===== src/rtl/wfa_pkg.sv =====
package wfa_pkg;

  function automatic int wrap_add(input int a, input int b, input int n);
    int t;
    t = a + b;
    if (t >= n) t -= n;
    return t;
  endfunction

  function automatic int wrap_sub(input int a, input int b, input int n);
    int t;
    t = a - b;
    if (t < 0) t += n;
    return t;
  endfunction

endpackage


===== src/rtl/wfa_start_ctr.sv =====
module wfa_start_ctr #(
  parameter int N = 4,
  localparam int SW = (N > 1) ? $clog2(N) : 1
) (
  input  logic          clk_i,
  input  logic          rst_ni,
  output logic [SW-1:0] start_o
);

  logic [SW-1:0] start_q;

  always_ff @(posedge clk_i or negedge rst_ni) begin
    if (!rst_ni) begin
      start_q <= '0;
    end else if (start_q == SW'(N - 1)) begin
      start_q <= '0;
    end else begin
      start_q <= start_q + SW'(1);
    end
  end

  assign start_o = start_q;

endmodule


===== src/rtl/wfa_permute.sv =====
// Rotates a matrix along both axes by the start index.
// INVERSE=0: absolute -> relative frame, INVERSE=1: relative -> absolute.
module wfa_permute #(
  parameter int N       = 4,
  parameter bit INVERSE = 1'b0,
  localparam int SW = (N > 1) ? $clog2(N) : 1,
  localparam int NN = N * N
) (
  input  logic [SW-1:0] start_i,
  input  logic [NN-1:0] mat_i,
  output logic [NN-1:0] mat_o
);
  import wfa_pkg::*;

  if (INVERSE) begin : g_inv
    always_comb begin
      for (int r = 0; r < N; r++) begin
        for (int c = 0; c < N; c++) begin
          int si, sj;
          si = wrap_sub(r, int'(start_i), N);
          sj = wrap_sub(c, int'(start_i), N);
          mat_o[r*N+c] = mat_i[si*N+sj];
        end
      end
    end
  end else begin : g_fwd
    always_comb begin
      for (int i = 0; i < N; i++) begin
        for (int j = 0; j < N; j++) begin
          int sr, sc;
          sr = wrap_add(i, int'(start_i), N);
          sc = wrap_add(j, int'(start_i), N);
          mat_o[i*N+j] = mat_i[sr*N+sc];
        end
      end
    end
  end

endmodule


===== src/rtl/wfa_cell.sv =====
module wfa_cell (
  input  logic req_i,
  input  logic row_free_i,
  input  logic col_free_i,
  output logic gnt_o,
  output logic row_free_o,
  output logic col_free_o
);

  assign gnt_o      = req_i & row_free_i & col_free_i;
  assign row_free_o = row_free_i & ~gnt_o;
  assign col_free_o = col_free_i & ~gnt_o;

endmodule


===== src/rtl/wfa_grid.sv =====
// Unrolled grid in the start-relative frame: cell (0,0) decides first,
// availability flows right along rows and down along columns.
module wfa_grid #(
  parameter int N = 4,
  localparam int NN = N * N
) (
  input  logic [NN-1:0] req_rel_i,
  output logic [NN-1:0] gnt_rel_o,
  output logic [N-1:0]  row_open_o,
  output logic [N-1:0]  col_open_o
);

  logic [N*(N+1)-1:0] rf_chain;
  logic [(N+1)*N-1:0] cf_chain;

  for (genvar i = 0; i < N; i++) begin : g_edge
    assign rf_chain[i*(N+1)]   = 1'b1;
    assign row_open_o[i]       = rf_chain[i*(N+1)+N];
    assign cf_chain[i]         = 1'b1;
    assign col_open_o[i]       = cf_chain[N*N+i];
  end

  for (genvar i = 0; i < N; i++) begin : g_row
    for (genvar j = 0; j < N; j++) begin : g_col
      wfa_cell u_cell (
        .req_i      (req_rel_i[i*N+j]),
        .row_free_i (rf_chain[i*(N+1)+j]),
        .col_free_i (cf_chain[i*N+j]),
        .gnt_o      (gnt_rel_o[i*N+j]),
        .row_free_o (rf_chain[i*(N+1)+j+1]),
        .col_free_o (cf_chain[(i+1)*N+j])
      );
    end
  end

endmodule


===== src/rtl/wfa_arbiter.sv =====
module wfa_arbiter #(
  parameter int N = 4,
  localparam int SW = (N > 1) ? $clog2(N) : 1,
  localparam int NN = N * N
) (
  input  logic          clk_i,
  input  logic          rst_ni,
  input  logic [NN-1:0] req_i,
  output logic [NN-1:0] grant_o
);

  logic [SW-1:0] start_q;
  logic [NN-1:0] req_rel;
  logic [NN-1:0] gnt_rel;
  logic [NN-1:0] gnt_abs;
  logic [N-1:0]  row_open;
  logic [N-1:0]  col_open;
  logic [NN-1:0] grant_q;

  wfa_start_ctr #(.N(N)) u_start (
    .clk_i   (clk_i),
    .rst_ni  (rst_ni),
    .start_o (start_q)
  );

  wfa_permute #(.N(N), .INVERSE(1'b0)) u_to_rel (
    .start_i (start_q),
    .mat_i   (req_i),
    .mat_o   (req_rel)
  );

  wfa_grid #(.N(N)) u_grid (
    .req_rel_i  (req_rel),
    .gnt_rel_o  (gnt_rel),
    .row_open_o (row_open),
    .col_open_o (col_open)
  );

  wfa_permute #(.N(N), .INVERSE(1'b1)) u_to_abs (
    .start_i (start_q),
    .mat_i   (gnt_rel),
    .mat_o   (gnt_abs)
  );

  always_ff @(posedge clk_i or negedge rst_ni) begin
    if (!rst_ni) grant_q <= '0;
    else         grant_q <= gnt_abs;
  end

  assign grant_o = grant_q;

endmodule


===== config.mk =====
export PLATFORM = sky130hd
export DESIGN_NAME = wfa_arbiter
export DESIGN_NICKNAME = d
export VERILOG_FILES = /design/src/rtl/wfa_pkg.sv /design/src/rtl/wfa_start_ctr.sv /design/src/rtl/wfa_permute.sv /design/src/rtl/wfa_cell.sv /design/src/rtl/wfa_grid.sv /design/src/rtl/wfa_arbiter.sv
export SDC_FILE = /design/constraint.sdc
export NUM_CORES = 1
export LEC_CHECK = 0
export BUFFER_PORTS_ARGS = -buffer_cell sky130_fd_sc_hd__buf_4
export CAP_MARGIN = 20
export CORE_MARGIN = 8
export CORE_UTILIZATION = 48
export DETAILED_ROUTE_END_ITERATION = 8
export MAX_ROUTING_LAYER = met4
export PLACE_DENSITY = 0.65
export REMOVE_ABC_BUFFERS = 1
export SYNTH_ARGS = -nofsm -noshare
export SYNTH_HDL_FRONTEND = slang
export SYNTH_SLANG_ARGS = --single-unit

===== constraint.sdc =====
create_clock -name clk_i -period 5.53 [get_ports clk_i]
set_input_delay 0 -clock clk_i [delete_from_list [all_inputs] [get_ports clk_i]]
set_output_delay 0 -clock clk_i [all_outputs]
set_load 0.05 [all_outputs]

==> results list <==
- For this block, the initial DRC count from the detailed router was 221.
- RSZ-0062 raised after global routing: no
- Layout overhead on the synthesized area: 7.65%
- Number of global-route vias before repair: 2316
- Most used flip-flop cell after synthesis: dfrtp_1
- Power per Cell Area: 122 mW/mm^2
- TritonCTS clock tree: done
- Reg2Reg Capture Point: grant_o[15]
- Net total in the final layout: 303
* Total number of clock tree sinks: 18
- After detailed routing, the average wire length per cell comes to 21.4 microns.
- A synthesized cell averages 11.6 sq um.
- Core region area: 0.00589 sq mm
* Async S/R FF share, synth: 100%
- Routability Congestion: 0.950
* Count of mapped cells out of synthesis: 252
* I/O Buffers: 33
- The die is 93.9 microns wide.
- CP arrival: 4120 ps
- #FFs+latches synth: 18
- The flow ran to the end, and the final reports show no timing, DRC or antenna violations.
- Root buf cell: clkbuf_8
- On the final layout, the worst clock skew is 2.38 ps.
- # Max-Cap Violations: 0
- Depth of the CTS H-tree: 1
- Critical register-to-register path startpoint: u_start.start_o[0]
- At the pin with the least slew margin, the transition time is 678 ps.
- Cells with a size suffix above 1 make up 33.8% of the layout.
- The initial utilization of the core area, before any placement, comes to 49.5%.
- Clock latency at the later pin of the worst-skew pair: 250 ps
- Global routing consumed, over all layers together, 18.0% of the routing resources.
- Number of CTS-inserted buffers: 3
- Across all layers, the routed design uses 2376 vias.
* Setup crit end kind: flop
- Summed over its instances, the top area cell type makes up 25.5% of the synthesized netlist area.
- Max rail drop VDD: 114 uV
* Clock transition at the registers of the reported paths: 60 ps
* Overall power consumption: 0.382 mW
- HP Class: in2async
- Detailed placement HPWL: 5660 microns
- Register-to-register setup slack: 1540 ps
* Length of routed met3 wiring: 454 microns
- For this run, design rule violations remaining after detail routing come to 0.
- Largest net degree at the start of global routing: 36
* Routed wire length: 7480 microns
* Antenna cells: 0
- Data on the critical path is required at its endpoint by 5650 ps.
* Top cells by area, synth: mux4_2, dfrtp_1, mux4_1
- Number of endpoints with negative hold slack in the final report: 0
- The setup path with the least slack is of type reg2reg.
- Aggregate global routing overflow: 0
- Fraction of the cycle the final worst path needs: 72.2%
* Wire length on met1: 3250 microns
- Top layer reached by signal wires: met4
- Die footprint: 0.00881 sq mm
- Highest fanout seen on the critical path: 35
* Setup-violating endpoint count in the final report: 0
* First-pass GRT wire length: 12200 microns
* Post-Syn Area: 0.00291 sq mm
* Sequential fraction of the synthesis area: 15.5%
- After layout, the minimum clock period comes to 3990 ps.
- Summed over all cells, the static leakage comes to 1.31 nW.
* FILL cells: 539
- The synthesized design contains 0 enable-type register cells.
* 1st-pass router iterations: 4
* Relative max-transition margin: 54.5%
* IO Pins: 34
- Number of placement rows: 28
- Timing-limited maximum frequency: 250 MHz
- Once detail routing completed, the nets flagged for antenna violations numbered 0.
- In the detailed route, the total length drawn on met2 is 3590 microns.
- Using the TritonRoute via totals, the vias-per-cell ratio works out to 6.79.
- Library cell with the largest summed area after synthesis: mux4_2
- The clock passes through at most 2 buffers.
- The initial antenna violation count was 0.
* Count of buffers added by post-CTS timing repair for setup: 0
- After routing, the total negative slack on setup checks comes to 0 ps.
- Yosys printed 0 warnings.
* Worst Reg-to-Reg Cells: 12
- Critical path startpoint category: flop
- Vertical extent of the die: 93.9 microns
- The max-slew violation count was 0.
* Count of cell types in the netlist: 58
-- power breakdown --
part | internal (mW) | total (mW) | switching, mW
clock network | 0.0484 | 0.0907 | 0.0423
registers | 0.138 | 0.140 | 0.00170
logic | 0.0626 | 0.151 | 0.0883
total | 0.249 | 0.382 | 0.132
-- critical path, cell delays in order, from the launching register on --
cell and delay [ps]:
dfrtp_1 340, buf_4 380, ha_1 250, nor2b_1 70, ha_1 190, xor2_1 170, xnor2_1 480, mux2i_1 450
a221oi_1 230, nor3_1 500, nand2_1 130, nor3b_2 200, mux4_2 480
-- worst max-delay path by stage --
stage               slack (ps)                from           to
floorplan                  280  u_start.start_o[1]   grant_o[4]
global placement          1640  u_start.start_o[1]  grant_o[15]
detailed placement        1600  u_start.start_o[0]  grant_o[15]
CTS                       1570  u_start.start_o[1]  grant_o[15]
global route              1230  u_start.start_o[0]  grant_o[15]
finish                    1540  u_start.start_o[0]  grant_o[15]
-- cells by family after synthesis --
family,count (synthesis),synth area share [%]
mux,65,41.9
compound gates,68,18.8
xor+xnor,4,1.20
flops,18,15.5
buf+inv,29,8.42
fa+ha+maj,8,3.44
simple gates,60,10.8
-- stage by stage --
stage / hold WS (ps) / worst slack (ps) / area, sq um / std cells / util (%)
2_1_floorplan: -296 / 283 / 2700 / 233 / -
3_3_place_gp: -119 / 1640 / 3080 / 346 / 52.4
3_5_place_dp: -115 / 1600 / 3080 / 346 / 52.4
4_1_cts: 158 / 1570 / 3130 / 350 / 53.3
5_1_grt: 176 / 1230 / 3130 / 350 / 53.3
6_report: 150 / 1540 / 3130 / 350 / 53.3
-- timing repair --
action,4_1_cts,5_1_grt
endpoints found under the hold margin,18,0
hold buffers,1,0
resized for setup,0,0
-- Yosys cell counts (all sizes together) (2+ instances only) --
library cell and number:
o211ai 4, buf 12, nand2 14, nand2b 4, inv 10, a211oi 5, and2 4, dfrtp 18
nor2b 3, nor3 7, a21oi 7, a21boi 3, a221oi 4, clkbuf 7, a2111oi 2, mux4 42
a311oi 2, nand3 3, a221o 3, xor2 2, o21a 2, a31oi 2, xnor2 2, nor2 15
a22oi 5, nand4 4, mux2i 16, a22o 4, a21o 3, mux2 7, ha 8, o22ai 4
o31ai 2, o21ai 10
-- state kept, by name, indices dropped and copies added, names as in the netlist --
signal	count
u_start.start_o	2
grant_o	16
-- final cells by class --
type                       instances  area, sq um  area share [%]
multi-input combinational        205         2220            70.7
inverter                          10         37.5            1.20
clock buffer                       3         41.3            1.32
timing repair buffer              39          295            9.42
sequential                        18          450            14.4
tap                               75         93.8            2.99
-- layout by cell type, fill, tap and decap left out, types with 2 or more instances in the layout --
cell       n
a22oi_1    5
a21oi_1    7
mux2i_1   16
xnor2_1    2
o22ai_1    4
buf_4     38
clkbuf_8   3
mux4_2    33
o21ai_0    9
a22o_1     4
a31oi_1    2
a21o_1     2
mux4_1     9
a211oi_1   4
dfrtp_1   18
a221oi_2   3
o21a_1     2
nand2b_1   4
a311oi_1   2
nand3_1    3
nor2b_1    3
ha_1       8
a21boi_0   3
nor3_1     7
o211ai_1   4
nand4_1    4
and2_1     4
a221o_1    3
xor2_1     2
nand2_1   14
nor2_1    14
inv_1     10
mux2_2     7
-- routing by layer --
metal,up-vias,GRT usage [%]
li1,1091,-
met1,1159,22.8
met2,110,29.3
met3,16,1.84
met4,0,5.94
met5,-,-
Note: power is estimated with default switching activity, not from simulation.
